--- config.mk ---
export PLATFORM = sky130hd
export DESIGN_NAME = uart_bank_regs
export DESIGN_NICKNAME = d
export VERILOG_FILES = /design/src/rtl/uart_bank_pkg.sv /design/src/rtl/uart_bank_mode.sv /design/src/rtl/uart_bank_clkdiv.sv /design/src/rtl/uart_bank_regs.sv
export SDC_FILE = /design/constraint.sdc
export NUM_CORES = 1
export LEC_CHECK = 0
export ABC_AREA = 1
export BUFFER_PORTS_ARGS = -buffer_cell sky130_fd_sc_hd__clkbuf_2
export CORE_MARGIN = 10
export CORE_UTILIZATION = 35
export CTS_BUF_LIST = sky130_fd_sc_hd__clkbuf_16
export CTS_CLUSTER_SIZE = 40
export DETAILED_ROUTE_END_ITERATION = 10
export GPL_TIMING_DRIVEN = 0
export PLACE_DENSITY = 0.64
export SYNTH_ARGS = -nofsm -noshare
export SYNTH_HDL_FRONTEND = slang
export SYNTH_SLANG_ARGS = --single-unit
--- constraint.sdc ---
create_clock -name clk -period 1.5 [get_ports clk]
set_input_delay 0.15 -clock clk [delete_from_list [all_inputs] [get_ports clk]]
set_output_delay 0.15 -clock clk [all_outputs]
set_load 0.01 [all_outputs]
--- src/rtl/uart_bank_pkg.sv ---
package uart_bank_pkg;
    typedef enum logic [1:0] {
        BANK_OPER  = 2'd0,
        BANK_CFG_A = 2'd1,
        BANK_CFG_B = 2'd2
    } bank_e;

    localparam int REG_SHIFT = 2;
    localparam int DATA_W    = 8;

    localparam int IDX_DATA = 0;
    localparam int IDX_IER  = 1;
    localparam int IDX_IIR  = 2;
    localparam int IDX_LCR  = 3;
    localparam int IDX_MCR  = 4;
    localparam int IDX_TLR  = 7;
    localparam int IDX_MDR  = 8;
    localparam int IDX_SCR  = 16;

    localparam logic [7:0] CODE_CFG_B = 8'hBF;
    localparam logic [2:0] MDR_OFF    = 3'd7;
    localparam int         EN_BIT     = 4;
    localparam int         SLEEP_BIT  = 4;
    localparam int         TCRTLR_BIT = 6;
endpackage

--- src/rtl/uart_bank_mode.sv ---
module uart_bank_mode
    import uart_bank_pkg::*;
(
    input  logic       clk,
    input  logic       rst_n,
    input  logic       lcr_we,
    input  logic [7:0] wdata,
    output bank_e      bank,
    output logic [7:0] lcr_q,
    output logic [1:0] char_len,
    output logic       stop_two,
    output logic [2:0] parity_cfg
);
    bank_e bank_nxt;

    // next-state decode from the value being written
    always_comb begin
        bank_nxt = bank;
        if (lcr_we) begin
            if (wdata == CODE_CFG_B)  bank_nxt = BANK_CFG_B;
            else if (wdata[7])        bank_nxt = BANK_CFG_A;
            else                      bank_nxt = BANK_OPER;
        end
    end

    always_ff @(posedge clk or negedge rst_n) begin
        if (!rst_n) bank <= BANK_OPER;
        else        bank <= bank_nxt;
    end

    // register image and operational format fields
    always_ff @(posedge clk or negedge rst_n) begin
        if (!rst_n) begin
            lcr_q      <= '0;
            char_len   <= '0;
            stop_two   <= 1'b0;
            parity_cfg <= '0;
        end else if (lcr_we) begin
            lcr_q <= wdata;
            unique case (bank_nxt)
                BANK_OPER: begin
                    char_len   <= wdata[1:0];
                    stop_two   <= wdata[2];
                    parity_cfg <= wdata[5:3];
                end
                BANK_CFG_A, BANK_CFG_B: ;
                default: ;
            endcase
        end
    end
endmodule

--- src/rtl/uart_bank_clkdiv.sv ---
module uart_bank_clkdiv
    import uart_bank_pkg::*;
#(
    parameter int DIV_W = 2 * DATA_W
) (
    input  logic              clk,
    input  logic              rst_n,
    input  logic              dll_we,
    input  logic              dlh_we,
    input  logic              sleep,
    input  logic              mdr_we,
    input  logic [DATA_W-1:0] wdata,
    output logic [DATA_W-1:0] dll_q,
    output logic [DATA_W-1:0] dlh_q,
    output logic [2:0]        mdr_q,
    output logic [DIV_W-1:0]  baud_div
);
    logic commit;
    assign commit = mdr_we && (mdr_q == MDR_OFF) && (wdata[2:0] != MDR_OFF);

    always_ff @(posedge clk or negedge rst_n) begin
        if (!rst_n) begin
            dll_q    <= '0;
            dlh_q    <= '0;
            mdr_q    <= MDR_OFF;
            baud_div <= '0;
        end else begin
            if (dll_we && !sleep) dll_q <= wdata;
            if (dlh_we && !sleep) dlh_q <= wdata;
            if (mdr_we)           mdr_q <= wdata[2:0];
            if (commit)           baud_div <= {dlh_q, dll_q};
        end
    end
endmodule

--- src/rtl/uart_bank_regs.sv ---
module uart_bank_regs
    import uart_bank_pkg::*;
#(
    parameter int ADDR_W = 8
) (
    input  logic              clk,
    input  logic              rst_n,
    input  logic [ADDR_W-1:0] bus_addr,
    input  logic              bus_wr,
    input  logic [7:0]        bus_wdata,
    output logic [7:0]        bus_rdata,
    input  logic              irq_req,
    output logic [15:0]       baud_div,
    output logic [2:0]        mode_sel,
    output logic [1:0]        char_len,
    output logic              stop_two,
    output logic [2:0]        parity_cfg,
    output logic              fifo_en,
    output logic [1:0]        rx_trig,
    output logic [1:0]        tx_trig,
    output logic              rx_flush,
    output logic              tx_flush,
    output logic [7:0]        ier_out,
    output logic [7:0]        mcr_out,
    output logic [7:0]        tlr_out,
    output logic [7:0]        scr_out
);
    localparam int IDX_W = ADDR_W - REG_SHIFT;

    bank_e              bank;
    logic [7:0]         lcr_q, efr_q, dll_q, dlh_q;
    logic [IDX_W-1:0]   idx;
    logic               aligned;
    logic               hit_data, hit_ier, hit_iir, hit_lcr, hit_mcr, hit_tlr, hit_mdr, hit_scr;
    logic               cfg_bank, tlr_open;
    logic               dll_we, dlh_we, ier_we, efr_we, fcr_we, mcr_we, tlr_we, mdr_we, scr_we, lcr_we;

    assign idx      = bus_addr[ADDR_W-1:REG_SHIFT];
    assign aligned  = (bus_addr[REG_SHIFT-1:0] == '0);
    assign hit_data = aligned && idx == IDX_W'(IDX_DATA);
    assign hit_ier  = aligned && idx == IDX_W'(IDX_IER);
    assign hit_iir  = aligned && idx == IDX_W'(IDX_IIR);
    assign hit_lcr  = aligned && idx == IDX_W'(IDX_LCR);
    assign hit_mcr  = aligned && idx == IDX_W'(IDX_MCR);
    assign hit_tlr  = aligned && idx == IDX_W'(IDX_TLR);
    assign hit_mdr  = aligned && idx == IDX_W'(IDX_MDR);
    assign hit_scr  = aligned && idx == IDX_W'(IDX_SCR);

    assign cfg_bank = (bank != BANK_OPER);
    assign tlr_open = efr_q[EN_BIT] && mcr_out[TCRTLR_BIT];

    assign lcr_we = bus_wr && hit_lcr;
    assign dll_we = bus_wr && hit_data && cfg_bank;
    assign dlh_we = bus_wr && hit_ier && cfg_bank;
    assign ier_we = bus_wr && hit_ier && !cfg_bank;
    assign efr_we = bus_wr && hit_iir && bank == BANK_CFG_B;
    assign fcr_we = bus_wr && hit_iir && bank != BANK_CFG_B;
    assign mcr_we = bus_wr && hit_mcr && bank != BANK_CFG_B;
    assign tlr_we = bus_wr && hit_tlr && tlr_open;
    assign mdr_we = bus_wr && hit_mdr;
    assign scr_we = bus_wr && hit_scr;

    uart_bank_mode u_mode (
        .clk(clk), .rst_n(rst_n), .lcr_we(lcr_we), .wdata(bus_wdata),
        .bank(bank), .lcr_q(lcr_q), .char_len(char_len),
        .stop_two(stop_two), .parity_cfg(parity_cfg)
    );

    uart_bank_clkdiv #(.DIV_W(16)) u_div (
        .clk(clk), .rst_n(rst_n), .dll_we(dll_we), .dlh_we(dlh_we),
        .sleep(ier_out[SLEEP_BIT]), .mdr_we(mdr_we), .wdata(bus_wdata),
        .dll_q(dll_q), .dlh_q(dlh_q), .mdr_q(mode_sel), .baud_div(baud_div)
    );

    always_ff @(posedge clk or negedge rst_n) begin
        if (!rst_n) begin
            efr_q    <= '0;
            ier_out  <= '0;
            mcr_out  <= '0;
            tlr_out  <= '0;
            scr_out  <= '0;
            fifo_en  <= 1'b0;
            rx_trig  <= '0;
            tx_trig  <= '0;
            rx_flush <= 1'b0;
            tx_flush <= 1'b0;
        end else begin
            rx_flush <= fcr_we && bus_wdata[1];
            tx_flush <= fcr_we && bus_wdata[2];
            if (efr_we) efr_q <= bus_wdata;
            if (ier_we) begin
                ier_out[3:0] <= bus_wdata[3:0];
                if (efr_q[EN_BIT]) ier_out[7:4] <= bus_wdata[7:4];
            end
            if (mcr_we) mcr_out <= bus_wdata;
            if (tlr_we) tlr_out <= bus_wdata;
            if (scr_we) scr_out <= bus_wdata;
            if (fcr_we) begin
                fifo_en <= bus_wdata[0];
                tx_trig <= bus_wdata[5:4];
                rx_trig <= bus_wdata[7:6];
            end
        end
    end

    // read multiplexer; anything not listed returns zero
    always_comb begin
        bus_rdata = '0;
        if (hit_lcr)                               bus_rdata = lcr_q;
        else if (hit_mdr)                          bus_rdata = {5'b0, mode_sel};
        else if (hit_scr)                          bus_rdata = scr_out;
        else if (hit_tlr && tlr_open)              bus_rdata = tlr_out;
        else if (hit_data && cfg_bank)             bus_rdata = dll_q;
        else if (hit_ier && cfg_bank)              bus_rdata = dlh_q;
        else if (hit_ier)                          bus_rdata = ier_out;
        else if (hit_iir && bank == BANK_CFG_B)    bus_rdata = efr_q;
        else if (hit_iir)                          bus_rdata = {{2{fifo_en}}, 5'b0, !irq_req};
        else if (hit_mcr && bank != BANK_CFG_B)    bus_rdata = mcr_out;
    end
endmodule

==> impl_metrics.yaml <==
status:
  status: "complete, but fails checks"
  failed_checks: "negative setup slack"
cells_and_area:
  fin_nets: 691
  instances_no_fill: 849
  areaGrowthSynthToFinish_pct: 32.24
  drive_gt1_share_pct: 32.10
  n_fill_cell: 1272
  post-route-util_pct: 47.37
  layout_commonest_cell: "nand2_1"
  layout_common_cells: "173 x nand2_1, 94 x dfrtp_1, 86 x clkbuf_2, 53 x o21ai_0, 47 x inv_1"
pwr:
  ir_drop_mv: 0.4963
  power_density_mw_per_mm2: 920.3
  p_leak_nw: 3.034
placed_design:
  dp_hpwl_um: 10200
  place_congestion: 0.9285
  dp_cells: 803
  dp_slack_ns: -0.4481
  portBuffers: 90
global_routing:
  gr-usage-all-layers_pct: 15.61
  grt_most_used_layer: "met2"
  antenna_found_initial: 1
  grt_pass1_vias: 4078
  grt_pass1_wl_um: 22240
  overflow: 0
  grt_util_met3_pct: 4.662
  met2_usage_pct: 25.11
  grtUsageMet1_pct: 19.87
  grt_max_degree: 58
worst_hold_path:
  worstHoldStart: "bus_wdata[7]"
  hold_path_class: "primary input to register"
route:
  routed_wl_um: 14370
  wl_per_cell_um: 16.93
  dr.pass1.iters: 5
  drt_first_iter_violations: 394
  routed_via_density: 4.893
  drc_errors: 0
  final_antenna_net_count: 0
  via_count: 4154
die:
  die_x_um: 133.7
  initial_core_util_pct: 35.82
  die_height_um: 133.7
  die-area_mm2: 0.01786
  rows: 41
  coreArea_mm2: 0.01262
  num_io_pins: 92
worst_setup_path:
  path_max_fanout: 5
  critical_path.startpoint: "u_mode.bank[1]"
  timing.rr.start: "u_mode.bank[1]"
  arrival_ns: 1.88
  setup.worst_path.class: "register to primary output"
  startpoint_type: "register"
  end_kind: "primary output"
  required_ns: 1.35
logic_synthesis:
  yosysWarnings: 0
  ys_ff_latch: 98
  synthDistinctLibCells: 30
  postSynthAreaPerCell_um2: 8.371
  synth_area_leaders: "dfrtp_1 53%, nand2_1 16%, o21ai_0 6.1%"
  yosys.area.top_type: "dfrtp_1"
  ys_async_sr_fraction_pct: 100.0
  syn_inst: 540
  synth-edff-count: 0
  syn-cell-area_mm2: 0.004521
  syn_nets: 560
  ys.flop_type: "dfrtp_1"
  ys_seq_area_share_pct: 54.33
  synth_top_area_share_pct: 52.59
sta:
  min_period_ns: 2.033
  timing.final.crit_share_pct: 135.5
  slew_viol_final: 0
  hold_violations: 0
  fmax_mhz: 491.9
  setup_viol: 21
  fin_skew_ns: 0.009106
  max_slew_margin_pct: 47.23
  rsz0062_at_grt: "true"
  post-route-worst-setup-slack_ns: -0.5331
  worst_pin_slew_ns: 0.7916
clock_tree:
  tritoncts: "built"
  cts.clk_slew.worst_paths_ns: 0.07
  clock-sinks: 98
  cts_root_buffer: "clkbuf_16"
  htree_levels: 3
  cts.path.max_buffers: 2
  cts_buffers: 9
  clock_latency_ns: 0.35
run:
  drv_cap: 0
## Yosys cell counts, types with 2 or more instances
cell,instances
nand2_4,2
mux2_4,5
o21ai_0,55
inv_2,3
buf_6,3
nor2_2,3
o21ai_1,35
clkbuf_1,8
dfstp_2,3
nand2_1,192
nor2_4,6
dfrtp_1,95
inv_1,50
buf_2,5
nor2_1,20
nand4_1,8
nand3_1,20
nand3_2,2
a21oi_1,10
nand2_2,5
## sequential cells by signal, summed over array words and instances, names as in the netlist
name	flops
u_div.baud_div	16
efr_q	8
ier_out	8
mcr_out	8
scr_out	8
tlr_out	8
u_div.dlh_q	8
u_div.dll_q	8
u_mode.lcr_q	8
u_div.mdr_q	3
u_mode.parity_cfg	3
rx_trig	2
tx_trig	2
u_mode.bank	2
u_mode.char_len	2
fifo_en	1
rx_flush	1
tx_flush	1
u_mode.stop_two	1
## worst paths after layout
kind,end,slack [ns],cells past startpoint
min in group asynchronous,u_div.baud_div[11],0.45,2
max reg2reg,ier_out[6],-0.31,8
min,u_mode.parity_cfg[0],0.05,2
max,bus_rdata[5],-0.53,11
max in group asynchronous,u_div.mdr_q[0],0.28,3
min reg2reg,u_div.baud_div[9],0.48,2
## cells by family after synthesis
logic type	Yosys count	share of synthesized area [%]
AO/OA/AOI/OAI	102	11.38
buffers and inverters	71	6.615
flip-flops	98	54.33
multiplexers	5	1.661
AND/OR/NAND/NOR	264	26.02
## metal layers
layer	wire length, um	share of wire, %
met5	0	0
met4	201	1.4
met3	1171	8.1
met2	6930	48
met1	6069	42
## per-stage QoR
stage / cell area [um2] / setup TNS (ns) / power [mW] / hold slack, ns
final: 5978 / -6.195 / 5.502 / 0.05214
after global routing: 5978 / -8.652 / 5.687 / 0.07147
after CTS: 5695 / -4.735 / 5.492 / 0.06038
after detailed placement: 5209 / -21.32 / 3.184 / 0.3046
after global placement: 5186 / -103.19 / 3.165 / 0.4055
after floorplan: 4521 / 0 / 2.962 / -0.1456
## critical path, cell delays in order, from the launching register on
cell	delay, ns
dfrtp_2	0.45
nor2_4	0.18
buf_6	0.15
nand3_1	0.09
nand2_1	0.07
inv_1	0.04
nand4_1	0.14
nand2_1	0.09
nand2_1	0.09
nand2_1	0.05
nand2_1	0.05
clkbuf_2	0.13
## what timing repair did
item                                    4_1_cts  5_1_grt
endpoints found under the setup margin       61       81
hold endpoints to repair                     56        0
setup buffers                                 9       17
pin swaps                                     9       17
cloned                                        1        4
hold buffers                                  1        0
gates resized for setup                      31       47
## cell type report
| class | instances | area (um2) | area share, % |
|---|---|---|---|
| tap | 172 | 215.2 | 3.600 |
| antenna | 1 | 2.502 | 0.04186 |
| timing repair buffer | 121 | 744.5 | 12.45 |
| sequential | 98 | 2457 | 41.11 |
| clock buffer | 9 | 225.2 | 3.767 |
| clock inverter | 7 | 68.82 | 1.151 |
| inverter | 54 | 207.7 | 3.474 |
| buffer | 14 | 105.1 | 1.758 |
| multi-input combinational | 373 | 1952 | 32.65 |
## power breakdown
group / switching, mW / total (mW) / internal, mW
clock: 1.01 / 2.30 / 1.29
sequential: 0.0554 / 2.77 / 2.71
combinational: 0.288 / 0.427 / 0.139
Note: power is estimated with default switching activity, not from simulation.
